File: src/rtl/cpwr_pkg.sv
package cpwr_pkg;
   localparam int BYTE_W = 8;
   localparam int N_BLK  = 6;
   // bit positions inside the power byte
   localparam int B_ADC  = 0;
   localparam int B_DAC  = 2;
   localparam int B_LINE = 3;
   localparam int B_SPK  = 4;
   localparam int B_MONO = 5;
   localparam int B_REF  = 6;
   localparam logic [BYTE_W-1:0] WR_MASK     = 8'h7D;
   localparam logic [BYTE_W-1:0] NONREF_MASK = 8'h3D;

   // enable bus order: adc, dac, line, spk, mono, ref
   function automatic logic [N_BLK-1:0] to_en_bus(input logic [BYTE_W-1:0] r);
      return {r[B_REF], r[B_MONO], r[B_SPK], r[B_LINE], r[B_DAC], r[B_ADC]};
   endfunction
endpackage

File: src/rtl/cpwr_regbank.sv
module cpwr_regbank
   import cpwr_pkg::*;
#(
   parameter int ADDR_W    = 8,
   parameter int REG_ADDR  = 0,
   parameter bit ASYNC_PDN = 1'b1
) (
   input  logic              clk,
   input  logic              pdn_n,
   input  logic              wr_en,
   input  logic [ADDR_W-1:0] wr_addr,
   input  logic [BYTE_W-1:0] wr_data,
   input  logic              ext_on,
   output logic [BYTE_W-1:0] reg_q,
   output logic              err_q,
   output logic              adc_start
);
   if (ADDR_W < 1) begin : g_bad_addr
      $error("cpwr_regbank: ADDR_W must be at least 1");
   end
   if (REG_ADDR < 0 || REG_ADDR >= (1 << ADDR_W)) begin : g_bad_reg
      $error("cpwr_regbank: REG_ADDR outside address space");
   end

   logic              hit;
   logic [BYTE_W-1:0] cand;
   logic              refuse;
   logic [BYTE_W-1:0] nxt;

   always_comb begin
      hit    = wr_en && (wr_addr == ADDR_W'(REG_ADDR));
      cand   = wr_data & WR_MASK;
      refuse = reg_q[B_REF] && !cand[B_REF] && ((|(cand & NONREF_MASK)) || ext_on);
      nxt    = cand;
      if (refuse) nxt[B_REF] = 1'b1;
      adc_start = hit && cand[B_ADC] && !reg_q[B_ADC];
   end

   if (ASYNC_PDN) begin : g_async
      always_ff @(posedge clk or negedge pdn_n) begin
         if (!pdn_n) begin
            reg_q <= '0;
            err_q <= 1'b0;
         end else begin
            if (hit) reg_q <= nxt;
            if (hit && refuse) err_q <= 1'b1;
         end
      end
   end else begin : g_sync
      always_ff @(posedge clk) begin
         if (!pdn_n) begin
            reg_q <= '0;
            err_q <= 1'b0;
         end else begin
            if (hit) reg_q <= nxt;
            if (hit && refuse) err_q <= 1'b1;
         end
      end
   end

   // the reference stays on while another part of the chip needs it
   assert_ref_kept_R6: assert property (@(posedge clk) disable iff (!pdn_n)
      (reg_q[B_REF] && ext_on) |=> reg_q[B_REF]);
   // the error flag is sticky
   assert_err_sticky_R6: assert property (@(posedge clk) disable iff (!pdn_n)
      err_q |=> err_q);
   // an error only comes with a held reference
   assert_err_ref_R6: assert property (@(posedge clk) disable iff (!pdn_n)
      $rose(err_q) |-> reg_q[B_REF]);
   // the reference only falls when no outside block was on
   assert_ref_clear_R7: assert property (@(posedge clk) disable iff (!pdn_n)
      $fell(reg_q[B_REF]) |-> !$past(ext_on));
endmodule

File: src/rtl/cpwr_adc_timer.sv
module cpwr_adc_timer #(
   parameter int INIT_TICKS = 1059,
   parameter bit ASYNC_PDN  = 1'b1
) (
   input  logic clk,
   input  logic pdn_n,
   input  logic start,
   input  logic fs_tick,
   input  logic adc_on,
   output logic adc_valid
);
   if (INIT_TICKS < 1) begin : g_bad_len
      $error("cpwr_adc_timer: INIT_TICKS must be positive");
   end

   localparam int CNT_W = $clog2(INIT_TICKS + 1);
   localparam logic [CNT_W-1:0] LOAD = CNT_W'(INIT_TICKS);

   logic [CNT_W-1:0] cnt_q;
   logic [CNT_W-1:0] cnt_d;

   always_comb begin
      cnt_d = cnt_q;
      if (start) cnt_d = LOAD;
      else if (fs_tick && (cnt_q != '0)) cnt_d = cnt_q - 1'b1;
   end

   if (ASYNC_PDN) begin : g_async
      always_ff @(posedge clk or negedge pdn_n) begin
         if (!pdn_n) cnt_q <= LOAD;
         else        cnt_q <= cnt_d;
      end
   end else begin : g_sync
      always_ff @(posedge clk) begin
         if (!pdn_n) cnt_q <= LOAD;
         else        cnt_q <= cnt_d;
      end
   end

   assign adc_valid = adc_on && (cnt_q == '0);

   // a start loads the full warm-up length
   assert_load_R8: assert property (@(posedge clk) disable iff (!pdn_n)
      start |=> (cnt_q == LOAD));
   // data turns valid only on a sample tick
   assert_valid_tick_R8: assert property (@(posedge clk) disable iff (!pdn_n)
      $rose(adc_valid) |-> $past(fs_tick));
endmodule

File: src/rtl/cpwr_en_gate.sv
module cpwr_en_gate #(
   parameter int N = 6
) (
   input  logic         pdn_n,
   input  logic [N-1:0] bits_in,
   output logic [N-1:0] en_out
);
   if (N < 1) begin : g_bad_n
      $error("cpwr_en_gate: N must be positive");
   end

   for (genvar i = 0; i < N; i++) begin : g_bit
      assign en_out[i] = pdn_n & bits_in[i];
   end

   // power-down removes every enable without a clock
   always_comb begin
      if (!pdn_n) begin
         assert_pdn_off_R5: assert (en_out == '0);
      end
   end
endmodule

File: src/rtl/codec_pwr_ctrl.sv
module codec_pwr_ctrl
   import cpwr_pkg::*;
#(
   parameter int ADDR_W     = 8,
   parameter int REG_ADDR   = 0,
   parameter int INIT_TICKS = 1059,
   parameter bit ASYNC_PDN  = 1'b1
) (
   input  logic              clk,
   input  logic              pdn_n,
   input  logic              wr_en,
   input  logic [ADDR_W-1:0] wr_addr,
   input  logic [7:0]        wr_data,
   input  logic              ext_pwr_on,
   input  logic              fs_tick,
   output logic [7:0]        rd_data,
   output logic              en_ref,
   output logic              en_mono,
   output logic              en_spk,
   output logic              en_line,
   output logic              en_dac,
   output logic              en_adc,
   output logic              adc_valid,
   output logic              cfg_err,
   output logic              full_pd
);
   logic [BYTE_W-1:0] reg_q;
   logic              adc_start;
   logic [N_BLK-1:0]  en_bus;

   cpwr_regbank #(
      .ADDR_W   (ADDR_W),
      .REG_ADDR (REG_ADDR),
      .ASYNC_PDN(ASYNC_PDN)
   ) u_bank (
      .clk      (clk),
      .pdn_n    (pdn_n),
      .wr_en    (wr_en),
      .wr_addr  (wr_addr),
      .wr_data  (wr_data),
      .ext_on   (ext_pwr_on),
      .reg_q    (reg_q),
      .err_q    (cfg_err),
      .adc_start(adc_start)
   );

   cpwr_en_gate #(.N(N_BLK)) u_gate (
      .pdn_n  (pdn_n),
      .bits_in(to_en_bus(reg_q)),
      .en_out (en_bus)
   );

   cpwr_adc_timer #(
      .INIT_TICKS(INIT_TICKS),
      .ASYNC_PDN (ASYNC_PDN)
   ) u_timer (
      .clk      (clk),
      .pdn_n    (pdn_n),
      .start    (adc_start),
      .fs_tick  (fs_tick),
      .adc_on   (en_bus[0]),
      .adc_valid(adc_valid)
   );

   assign rd_data = reg_q;
   assign en_adc  = en_bus[0];
   assign en_dac  = en_bus[1];
   assign en_line = en_bus[2];
   assign en_spk  = en_bus[3];
   assign en_mono = en_bus[4];
   assign en_ref  = en_bus[5];
   assign full_pd = !pdn_n || (!(|(reg_q & WR_MASK)) && !ext_pwr_on);

   // the full power-down status never hides a live block
   assert_full_pd_R11: assert property (@(posedge clk) disable iff (!pdn_n)
      full_pd |-> (en_bus == '0));
endmodule

File: config.mk
export PLATFORM = sky130hd
export DESIGN_NAME = codec_pwr_ctrl
export DESIGN_NICKNAME = d
export VERILOG_FILES = /design/src/rtl/cpwr_pkg.sv /design/src/rtl/cpwr_regbank.sv /design/src/rtl/cpwr_adc_timer.sv /design/src/rtl/cpwr_en_gate.sv /design/src/rtl/codec_pwr_ctrl.sv
export SDC_FILE = /design/constraint.sdc
export NUM_CORES = 1
export LEC_CHECK = 0
export ABC_AREA = 1
export CORE_MARGIN = 1.5
export CORE_UTILIZATION = 35
export CTS_CLUSTER_SIZE = 20
export DETAILED_ROUTE_END_ITERATION = 10
export DONT_BUFFER_PORTS = 1
export PLACE_DENSITY = 0.55
export SYNTH_ARGS = -nofsm -noshare
export SYNTH_HDL_FRONTEND = slang
export SYNTH_SLANG_ARGS = --single-unit
File: constraint.sdc
create_clock -name clk -period 1.9 [get_ports clk]
set_clock_uncertainty 0.15 [all_clocks]
set_input_delay 0.19 -clock clk [delete_from_list [all_inputs] [get_ports clk]]
set_output_delay 0.19 -clock clk [all_outputs]
set_load 0.005 [all_outputs]
# Word level (Yosys, flattened, before mapping)
# Index checks and enable logic that the tools add are counted.
[word_totals]
ff_bits = 18
latchBits = 0
ramBits = 0
rom_bits = 0
inputBits = 21
word_cells = 35
memories = 0
[classes]
n_addsub = 1
multipliers = 0
div_mod_pow = 0
n_lt_le_gt_ge = 0
eq_ne = 0
shifts = 0
n_mux = 3
bitwise = 6
n_reduce_logical = 22
[ops]
columns = ["cell", "count"]
rows = [
  ["$mux W11", 2],
  ["$logic_not A11 Y1", 1],
  ["$reduce_bool A11 Y1", 1],
  ["$sub A11 B1 Y11 const B", 1],
  ["$logic_and A1 B1 Y1", 9],
  ["$logic_not A8 Y1", 1],
  ["$and A1 B1 Y1", 6],
  ["$reduce_or A6 Y1", 1],
  ["$logic_not A1 Y1", 5],
  ["$reduce_or A5 Y1", 1],
  ["$logic_or A1 B1 Y1", 2],
  ["$reduce_bool A2 Y1", 1],
  ["$mux W1", 1],
]

# Longest topological paths before layout
# Gate-level depths: netlist of run 1.
[depth]
word_depth = 5
mapped_depth = 9

# Modules after synthesis
# A second synthesis of run 1 with hierarchy kept.
[hier_totals]
cells_unflattened = 165
area_unflattened_um2 = 1184.9
[modules_own_cells]
columns = ["mod", "instances", "cells_per_inst", "area_per_inst_um2", "seq_area_each_um2"]
rows = [
  ["cpwr_adc_timer", 1, 98, 696.9, 280.3],
  ["cpwr_regbank", 1, 48, 415.4, 175.2],
  ["cpwr_en_gate", 1, 12, 45.0, 0.0],
  ["codec_pwr_ctrl", 1, 7, 27.5, 0.0],
]

# Least setup slack after synthesis of run 1
# No wires, ideal clock.
[synth_path]
kind = "flip-flop to flip-flop"
start = "register u_timer.cnt_q[0]"
end = "register u_timer.cnt_q[6]"
setup_ns = 0.065
arrival_time_ns = 1.347
setup_slack_ns = 0.337
stages_incl_launch_ff = 10
path_buffers = 0
period_less_slack_ns = 1.563
path_cell_list = "dfstp_2 > inv_1 > ha_1 > nand2_2 > nor2_4 > nand2_4 > nand2_8 > inv_6 > nand3_1 > nand2_1"
[synth_between]
elab_chain_len = 3
elab_cells_between_ends = 6
classes_between = "add/sub: 1; mux: 2; reduce/logical: 3"
[synth_rtl]
columns = ["item", "line_no", "text"]
rows = [
  ["start: declaration", "cpwr_adc_timer.sv:19", "logic [CNT_W-1:0] cnt_q;"],
  ["start signal: assignment", "cpwr_adc_timer.sv:31", "else cnt_q <= cnt_d;"],
  ["$sub A11 B1 Y11 or $reduce_bool A11 Y1 (tied branches)", "cpwr_adc_timer.sv:25", "else if (fs_tick && (cnt_q != '0)) cnt_d = cnt_q - 1'b1;"],
  ["$mux W11 or $logic_and A1 B1 Y1 (tied branches)", "cpwr_adc_timer.sv:25", ""],
  ["$mux W11 or $reduce_bool A2 Y1 (tied branches)", "--", ""],
]
# Parallel ways exist; a longest one is shown, timed or not. The select of a mux whose other input is x is not followed.
# A chain may end at the register's enable or synchronous reset.

# Final worst setup path of run 1
[layout_path]
start = "register u_timer.cnt_q[9]"
end = "output adc_valid"
[layout_between]
elab_chain_len = 2
[layout_rtl]
columns = ["item", "line_no", "text"]
rows = [
  ["$logic_not A11 Y1", "cpwr_adc_timer.sv:40", "assign adc_valid = adc_on && (cnt_q == '0);"],
  ["$logic_and A1 B1 Y1", "cpwr_adc_timer.sv:40", ""],
  ["end: declaration", "codec_pwr_ctrl.sv:23", "output logic adc_valid,"],
]
# Every way passes these cells.

==> flow_summary.json, run 1 <==
{
  "synthToLayoutAreaGrowth_pct": 16.61,
  "routed_wl_microns": 2592,
  "r2r-start": "u_timer.cnt_q[0]",
  "drv_slew": 0,
  "numPortBuffers": 0,
  "hp-start": "wr_en",
  "die_x_microns": 60.57,
  "layout_commonest_cell": "nand2_1",
  "clk_latency_ns": 0.30,
  "wl_met2_microns": 1309,
  "cp-end-kind": "output pin",
  "place_hpwl_microns": 1771,
  "io_pins": 38,
  "syn_inst": 160,
  "nFillCells": 328,
  "cap_violations": 0,
  "hp-class": "in2reg",
  "peakVddDrop_uv": 452.2,
  "min_period_ns": 1.785,
  "grt_pass1_wl_microns": 4616,
  "track_usage": 0.1706,
  "fin_ws_ns": 0.1152,
  "layout_common_cells": "nand2_1 (47), nand3_1 (21), inv_1 (19), nor2_1 (18), dfrtp_1 (14)",
  "drc": 0,
  "setup_tns_ns": 0,
  "drtAntennaViolNets": 0,
  "core_area_sq_um": 3103,
  "cts_buffers": 3,
  "fin_cells": 216,
  "firstDrtPassIters": 4,
  "cts_setup_buffers": 0,
  "antenna_found_initial": 0,
  "slew_headroom": 0.4475,
  "start_util": 0.3738,
  "clk_pin_slew_worst_paths_ns": 0.11,
  "grt_max_degree": 19,
  "synthFlopType": "dfrtp_1",
  "fp.dieArea_sq_um": 3668,
  "synth_top_cell_by_area": "dfrtp_1",
  "final_core_util": 0.4359,
  "ys_seq_elements": 18,
  "synth_area_sq_um": 1160,
  "post-route-period-util": 0.9394,
  "dp_cells": 202,
  "async_flop_share": 1.000,
  "wl_met3_microns": 102,
  "yosys.area.top_type_share": 0.3020,
  "synth_area_per_cell_sq_um": 7.249,
  "outcome": "complete, no violations",
  "worstMarginPinSlew_ns": 0.8260,
  "crit_start": "u_timer.cnt_q[9]",
  "power.leakage_nw": 0.6948,
  "rsz0062_at_grt": "no",
  "yosys_warnings": 0,
  "post-place-ws_ns": 0.1981,
  "clock_path_buffers": 2,
  "wl_per_cell_microns": 12.00,
  "worst_setup_path_start_kind": "flop",
  "wl_met1_microns": 1132,
  "via_count": 1045,
  "num_rows": 20,
  "path_class": "reg2out",
  "clockRootBuffer": "clkbuf_4",
  "synth-seq-area-share": 0.3927,
  "yosysUniqueCellTypes": 25,
  "p_per_area_nw_per_um2": 1079,
  "path_max_fanout": 4,
  "finalHoldViolations": 0,
  "fp.dieH_microns": 60.57,
  "nets": 195,
  "grt_pass1_vias": 1090,
  "maxClockFrequency_ghz": 0.5603,
  "synth.area.top_cells": "dfrtp_1 (30%), nand2_1 (15%), dfstp_2 (9.1%)",
  "drive_gt1_frac": 0.1279,
  "worstPathArrival_ns": 1.44,
  "highest_layer": "met4",
  "htree_levels": 1,
  "antenna-diode-count": 0,
  "drt-initial-drc-count": 28,
  "gp_congestion": 0.7506,
  "required_ns": 1.56,
  "total_power_mw": 1.459,
  "grt-ovfl-total": 0,
  "cts_tree": "done",
  "cts.sinks": 18,
  "finalSetupViolations": 0,
  "synth_edf_count": 0,
  "via_per_inst": 4.838
}
[through the flow]
| step | cell area, sq um | hold WS [ns] |
|---|---|---|
| after floorplan | 1164 | -0.2556 |
| after global placement | 1199 | -0.2545 |
| after detailed placement | 1199 | -0.2546 |
| after CTS | 1340 | 0.05545 |
| after global routing | 1353 | 0.07096 |
| final | 1353 | 0.05209 |
[logic make-up (layout without fill, tap and decap cells)]
group,count (synthesis),count (layout),share of synthesized area
DFF,18,18,0.3927
xor gates and xnor gates,6,6,0.04531
other,1,2,0.003233
AOI/OAI and AO/OA,5,5,0.02157
buffers and inverters,24,35,0.08953
adders and majority gates,1,1,0.01079
and+or+nand+nor,105,105,0.4369
[sequential cells by signal, summed over array words and instances, names as in the netlist]
register / cells
u_bank.err_q: 1
u_bank.reg_q: 6
u_timer.cnt_q: 11
[worst max-delay path, stage by stage (launching register included)]
cell	delay, ns
dfrtp_1	0.42
or2_1	0.27
nor3_1	0.21
nand2_1	0.10
nor3_2	0.14
[per-layer routing]
layer / track usage / up-vias
li1: - / 522
met1: 0.1971 / 488
met2: 0.3072 / 30
met3: 0.03625 / 5
met4: 0.06522 / 0
met5: 0 / -
[cell usage after synthesis, types with 2 or more instances]
master    number
buf_4          2
o21ai_0        5
nand4_1        2
nand3_1       21
nand2_1       47
nor2_2         3
nor2_1        18
nor4_1         2
dfrtp_1       14
xor2_1         6
nand3b_1       2
nor3_1         2
inv_1         20
nor2_4         2
dfstp_2        4
[area by class of cell]
class,instances,area [sq um],share of cell area
clock buffers,4,36.28,0.02683
inverters,21,83.83,0.06198
multi-input cells,119,621.8,0.4598
flip-flops and latches,18,455.4,0.3367
well taps,44,55.05,0.04070
repair buffers,10,100.1,0.07401
[path summary, 6_finish.rpt]
path | endpoint | slack (ns) | cells past startpoint
worst max-delay path | adc_valid | 0.12 | 4
worst min-delay path | u_bank.reg_q[4] | 0.05 | 4
worst max register to register | u_timer.cnt_q[3] | 0.27 | 9
worst min register to register | u_bank.err_q | 0.35 | 2
max in group asynchronous | u_bank.reg_q[0] | 0.82 | 1
min in group asynchronous | u_timer.cnt_q[4] | 0.27 | 1
[what timing repair did]
action,4_1_cts,5_1_grt
endpoints found under the hold margin,36,0
hold buffers,10,0
endpoints found under the setup margin,1,1
resized for setup,1,3
[power breakdown]
group	leakage [nW]	switching (mW)	internal, mW
clock network	0.0210	0.125	0.117
registers	0.218	0.122	0.504
logic	0.455	0.339	0.252
Note: power is estimated with default switching activity, not from simulation.
==> inputs of run 2 (changes only) <==
--- a/config.mk
+++ b/config.mk
@@ -5,7 +5,6 @@
 export SDC_FILE = /design/constraint.sdc
 export NUM_CORES = 1
 export LEC_CHECK = 0
-export ABC_AREA = 1
 export CORE_MARGIN = 1.5
 export CORE_UTILIZATION = 35
 export CTS_CLUSTER_SIZE = 20
==> run 2 against run 1 <==
  * The flow now finishes with violations (setup timing)
  * Cell area up 2.5%
  * Routed wire length about the same
  * Power increased by 12%
  * Critical endpoint is now u_timer.cnt_q[9]
  * Largest power group is now combinational cells
==> flow_summary.json, run 2 <==
{
  "cts_buffers": 3,
  "final_cell_area_sq_um": 1386,
  "slew_headroom": 0.4524,
  "power.leakage_nw": 0.5870,
  "pwr-share-clk": 0.152,
  "synth_area_per_cell_sq_um": 10.63,
  "ys_seq_elements": 18,
  "synthToLayoutAreaGrowth_pct": 26.63,
  "p_sw_frac": 0.3785,
  "grt_pass1_vias": 1010,
  "place_hpwl_microns": 1688,
  "critPathMaxStageDelay_ns": 0.56,
  "synth-seq-area-share": 0.4160,
  "p_switching_uw": 617.9,
  "hold_depth": 3,
  "fp.dieH_microns": 58.93,
  "largest_register_ffs": 11,
  "outcome": "finished with violations",
  "worstMarginPinSlew_ns": 0.8187,
  "synth_area_sq_um": 1095,
  "yosysUniqueCellTypes": 40,
  "r2r-start": "u_timer.cnt_q[0]",
  "clock_path_buffers": 2,
  "clk_latency_ns": 0.30,
  "synth.most_common_cell": "dfrtp_1",
  "start_util": 0.3646,
  "min_period_ns": 1.922,
  "r2r_cells": 6,
  "maxClockFrequency_ghz": 0.5202,
  "antenna-diode-count": 0,
  "layout_common_cells": "nor2_1 (10), buf_4 (10), dlygate4sd3_1 (9), nand2_1 (8), dfrtp_1 (8)",
  "num_rows": 20,
  "seqPwrFrac": 0.414,
  "gp_congestion": 0.7263,
  "antenna_found_initial": 0,
  "cts_tree": "done",
  "whs_ns": 0.01562,
  "via_per_inst": 5.723,
  "drtAntennaViolNets": 0,
  "grt_max_degree": 19,
  "cp-end-kind": "flop",
  "clk_pin_slew_worst_paths_ns": 0.11,
  "top_register": "u_timer.cnt_q",
  "hp-start": "wr_en",
  "p_per_area_nw_per_um2": 1178,
  "netlist_top_cells_count": "dfrtp_1 (14), nor2_1 (10), nand2_1 (8)",
  "worst_setup_path_start_kind": "flop",
  "syn_inst": 103,
  "path_max_fanout": 3,
  "async_flop_share": 1.000,
  "required_ns": 1.99,
  "core_area_sq_um": 3003,
  "clockRootBuffer": "clkbuf_4",
  "fp.dieArea_sq_um": 3473,
  "synth.area.top_cells": "dfrtp_1 (32%), dfstp_2 (9.6%), nor4_4 (5.8%)",
  "synth_edf_count": 0,
  "critPathSlowestCell": "dfstp_2",
  "cts.sinks": 18,
  "grt_pass1_wl_microns": 4416,
  "worstPathArrival_ns": 2.01,
  "numPortBuffers": 0,
  "reg.largest.list": "u_timer.cnt_q x11, u_bank.reg_q x6, u_bank.err_q x1",
  "grt-ovfl-total": 0,
  "p_int_mw": 1.015,
  "die_x_microns": 58.93,
  "cap_violations": 0,
  "routed_wl_microns": 2594,
  "postPlaceCellArea_sq_um": 1165,
  "nets": 149,
  "crit_chain": "inv_2 -> ha_4 -> or3b_4 -> o2111ai_4 -> or4_1 -> a21oi_1",
  "critPathTopFamily": "simple AND/OR/NAND/NOR gates",
  "yosys.area.top_type_share": 0.3200,
  "min_to": "u_timer.cnt_q[4]",
  "yosys_warnings": 0,
  "drive_gt1_frac": 0.3730,
  "synth_top_cell_by_area": "dfrtp_1",
  "fin_ws_ns": -0.02239,
  "finalSetupViolations": 2,
  "drv_slew": 0,
  "synthFlopType": "dfrtp_1",
  "io_pins": 38,
  "p_comb_frac": 0.434,
  "rrSetupSlack_ns": -0.02,
  "track_usage": 0.1690,
  "hp-class": "in2reg",
  "reg2reg_to": "u_timer.cnt_q[9]",
  "drc": 0,
  "path_class": "reg2reg",
  "htree_levels": 1,
  "via_count": 910,
  "rsz0062_at_grt": "yes",
  "wl_per_cell_microns": 16.31,
  "firstDrtPassIters": 4,
  "violations": "setup timing",
  "drt-initial-drc-count": 11,
  "finalHoldViolations": 0,
  "peakVddDrop_uv": 485.2,
  "nFillCells": 288,
  "post-route-period-util": 1.012,
  "timing.critical_path.buf_inv": 1
}
## run 2: changes by cell type in the layout (fill, tap and decap cells not counted), sizes merged, moves of 11 or more
cell	delta
nand3	-20
nor2	-13
inv	-16
nand2	-42
buf	+11
## run 2: per-stage QoR
step,setup TNS [ns],util,cells,worst slack (ns),power [mW]
after CTS,-0.06946,0.4533,158,-0.03913,1.584
after global routing,-0.4235,0.4617,159,-0.1169,1.746
after detailed placement,-0.03171,0.3879,140,-0.03171,1.209
after global placement,0,0.3879,140,0.02102,1.186
final,-0.02684,0.4617,159,-0.02239,1.632
after floorplan,0,-,104,0.004886,1.050
## run 2: worst max path at each step
stage,from,endpoint,slack (ns),depth (start not counted)
3_3_place_gp,u_timer.cnt_q[0],u_timer.cnt_q[9],0.02,6
5_1_grt,u_timer.cnt_q[0],u_timer.cnt_q[9],-0.12,6
3_5_place_dp,u_timer.cnt_q[0],u_timer.cnt_q[9],-0.03,6
2_1_floorplan,u_timer.cnt_q[0],u_timer.cnt_q[9],0.005,6
4_1_cts,u_bank.reg_q[6],full_pd,-0.04,2
6_report,u_timer.cnt_q[0],u_timer.cnt_q[9],-0.02,6
## run 2: cell families (layout without fill, tap and decap cells)
group / after synthesis / count (layout) / share of synthesized area
AOI/OAI and AO/OA: 16 / 16 / 0.1109
xor gates and xnor gates: 4 / 4 / 0.03201
adders and majority gates: 1 / 1 / 0.01143
buffers and inverters: 7 / 29 / 0.03085
DFF: 18 / 18 / 0.4160
muxes: 6 / 6 / 0.06057
other: 1 / 2 / 0.003425
and+or+nand+nor: 50 / 50 / 0.3349
## run 2: layout make-up
type | instances | area [sq um] | area share
multi-input combinational | 79 | 650.6 | 0.4693
tap | 33 | 41.29 | 0.02978
sequential | 18 | 462.9 | 0.3339
clock buffer | 4 | 36.28 | 0.02617
inverter | 5 | 18.77 | 0.01354
timing repair buffer | 20 | 176.4 | 0.1273
## run 2: timing repair
item / 4_1_cts / 5_1_grt
pin swaps: 2 / 1
hold buffers: 9 / 0
setup buffers: 5 / 1
gates resized for setup: 7 / 9
endpoints found under the setup margin: 4 / 7
endpoints found under the hold margin: 30 / 0
## run 2: worst min-delay path: stages
cell and delay, ns:
nand3b_1 0.06, nor3_1 0.08, nor2_1 0.11
## run 2: routing by layer
layer	vias to the layer above	track usage	routed length [microns]
li1	423	-	-
met1	454	0.1939	1061
met2	31	0.3079	1373
met3	2	0.04835	140
met4	0	0.03896	19
met5	-	0	0
## run 2: power groups by stage
stage          registers, mW  clock network, mW  logic (mW)
3_3_place_gp           0.684                  0       0.502
3_5_place_dp           0.692                  0       0.517
6_report               0.675              0.248       0.709
5_1_grt                0.697              0.267       0.782
2_1_floorplan          0.682                  0       0.368
4_1_cts                0.680              0.257       0.647
==> inputs of run 3 (changes only) <==
--- a/config.mk
+++ b/config.mk
@@ -11,6 +11,8 @@
 export DETAILED_ROUTE_END_ITERATION = 10
 export DONT_BUFFER_PORTS = 1
 export PLACE_DENSITY = 0.55
+export RECOVER_POWER = 25
+export REMOVE_ABC_BUFFERS = 1
 export SYNTH_ARGS = -nofsm -noshare
 export SYNTH_HDL_FRONTEND = slang
 export SYNTH_SLANG_ARGS = --single-unit
==> run 3 against run 2 <==
  * The flow now finishes without violations
  * Final cell count is 4.4% higher
  * Sequential power is 3% higher
  * Utilization is 1.3 points higher
  * Die area unchanged
  * Cell area increased by 2.9%
  * Via count grew 0.88%
  * Flip-flop and latch count unchanged
  * Sequential share of layout area decreased by 1.2 points
  * Critical path type unchanged
  * Critical endpoint unchanged
  * Highest routed layer unchanged
==> flow_summary.json, run 3 (synthesized netlist as in run 2, its figures left out) <==
{
  "outcome": "complete, no violations",
  "clockRootBuffer": "clkbuf_4",
  "clk_pin_slew_worst_paths_ns": 0.11,
  "via_per_inst": 5.530,
  "htree_levels": 1,
  "fin_cells": 166,
  "min_period_ns": 1.874,
  "finalSetupViolations": 0,
  "cts_tree": "done",
  "worstMarginPinSlew_ns": 0.8113,
  "endpoint": "u_timer.cnt_q[9]",
  "antenna-diode-count": 0,
  "final_core_util": 0.4750,
  "drc": 0,
  "r2r_cells": 6,
  "clk_latency_ns": 0.30,
  "largest_register_ffs": 11,
  "postPlaceCellArea_sq_um": 1200,
  "drive_gt1_frac": 0.3759,
  "timing.critical_path.buf_inv": 1,
  "top_register": "u_timer.cnt_q",
  "critPathMaxStageDelay_ns": 0.54,
  "maxClockFrequency_ghz": 0.5336,
  "p_per_area_nw_per_um2": 1140,
  "num_rows": 20,
  "fp.dieArea_sq_um": 3473,
  "critPathTopFamily": "simple AND/OR/NAND/NOR gates",
  "grt_max_degree": 19,
  "clock_path_buffers": 2,
  "numPortBuffers": 0,
  "drv_slew": 0,
  "crit_cells": 6,
  "rsz0062_at_grt": "yes",
  "slew_headroom": 0.4573,
  "finalHoldViolations": 0,
  "worstPathArrival_ns": 1.96,
  "cp-end-kind": "flop",
  "via_count": 918,
  "critPathSlowestCell": "dfstp_2",
  "io_pins": 38,
  "path_max_fanout": 2,
  "fp.dieH_microns": 58.93,
  "place_hpwl_microns": 1735,
  "post-route-period-util": 0.9863,
  "dp_cells": 145,
  "firstDrtPassIters": 3,
  "worst_setup_path_start_kind": "flop",
  "crit_start": "u_timer.cnt_q[0]",
  "die_x_microns": 58.93,
  "layout_commonest_cell": "buf_4",
  "cts.sinks": 18,
  "drtAntennaViolNets": 0,
  "fin_ws_ns": 0.02595,
  "drt-initial-drc-count": 15,
  "start_util": 0.3646,
  "cts_buffers": 3,
  "cap_violations": 0,
  "reg.largest.list": "u_timer.cnt_q x11, u_bank.reg_q x6, u_bank.err_q x1",
  "gp_congestion": 0.7670,
  "setup_tns_ns": 0,
  "wl_per_cell_microns": 16.17,
  "core_area_sq_um": 3003,
  "grt-ovfl-total": 0,
  "power.leakage_nw": 0.6269,
  "path_class": "reg2reg",
  "r2r-start": "u_timer.cnt_q[0]",
  "post-place-ws_ns": -0.02728,
  "nets": 156,
  "routed_wl_microns": 2685,
  "hp-class": "in2reg",
  "reg2reg_to": "u_timer.cnt_q[9]",
  "hp-start": "wr_addr[6]",
  "layout_common_cells": "buf_4 (17), dfrtp_1 (11), nor2_1 (10), dlygate4sd3_1 (10), nand2_1 (8)",
  "crit_chain": "inv_1 -> ha_2 -> or3b_4 -> o2111ai_2 -> or4_4 -> a21oi_2",
  "track_usage": 0.1687,
  "required_ns": 1.99,
  "final_cell_area_sq_um": 1426,
  "antenna_found_initial": 0,
  "grt_pass1_wl_microns": 4374,
  "peakVddDrop_uv": 531.2,
  "rrSetupSlack_ns": 0.03,
  "synthToLayoutAreaGrowth_pct": 30.29,
  "grt_pass1_vias": 992
}
==> run 3: cell types whose count changed in the layout (fill, tap and decap cells not counted), moves of 2 or more <==
cell	change
dfrtp_1	+3
inv_1	+2
dfrtp_2	-3
buf_4	+7
inv_2	-2
==> run 3: final cells by class <==
class / instances / area, sq um
multi-input cells: 79 / 653.1
clock buffers: 4 / 26.28
inverters: 5 / 18.77
fillers: 289 / 1577
flip-flops and latches: 18 / 459.2
repair buffers: 27 / 227.7
well taps: 33 / 41.29
==> run 3: power by group <==
part | switching, mW | internal (mW) | total [mW]
registers | 0.171 | 0.521 | 0.692
logic | 0.315 | 0.414 | 0.729
clock network | 0.124 | 0.0817 | 0.205
total | 0.610 | 1.02 | 1.63
==> run 3: routing by layer <==
layer / GRT usage / part of all wire
met1: 0.1958 / 0.40
met2: 0.3016 / 0.54
met3: 0.04615 / 0.048
met4: 0.04870 / 0.0052
met5: 0 / 0
==> run 3: stage by stage <==
step / hold WS (ns) / power, mW
final: 0.03216 / 1.626
after global routing: 0.02389 / 1.757
after CTS: 0.03215 / 1.498
after detailed placement: -0.2548 / 1.253
after global placement: -0.2549 / 1.230
after floorplan: -0.2556 / 1.044
==> run 3: timing repair <==
item / in CTS / in global routing
hold buffers: 10 / 0
resized for setup: 3 / 10
gates cloned: 0 / 0
pin swaps: 3 / 4
setup endpoints to repair: 4 / 7
buffers inserted: 1 / 6
endpoints found under the hold margin: 31 / 0
==> run 3: how the worst min path moves through the flow <==
| stage | end | slack (ns) | cells past startpoint |
|---|---|---|---|
| 2_1_floorplan | u_bank.err_q | -0.26 | 0 |
| 3_3_place_gp | u_timer.cnt_q[4] | -0.25 | 0 |
| 3_5_place_dp | u_timer.cnt_q[4] | -0.25 | 0 |
| 4_1_cts | u_timer.cnt_q[7] | 0.03 | 2 |
| 5_1_grt | u_bank.err_q | 0.02 | 2 |
| 6_report | u_bank.err_q | 0.03 | 2 |
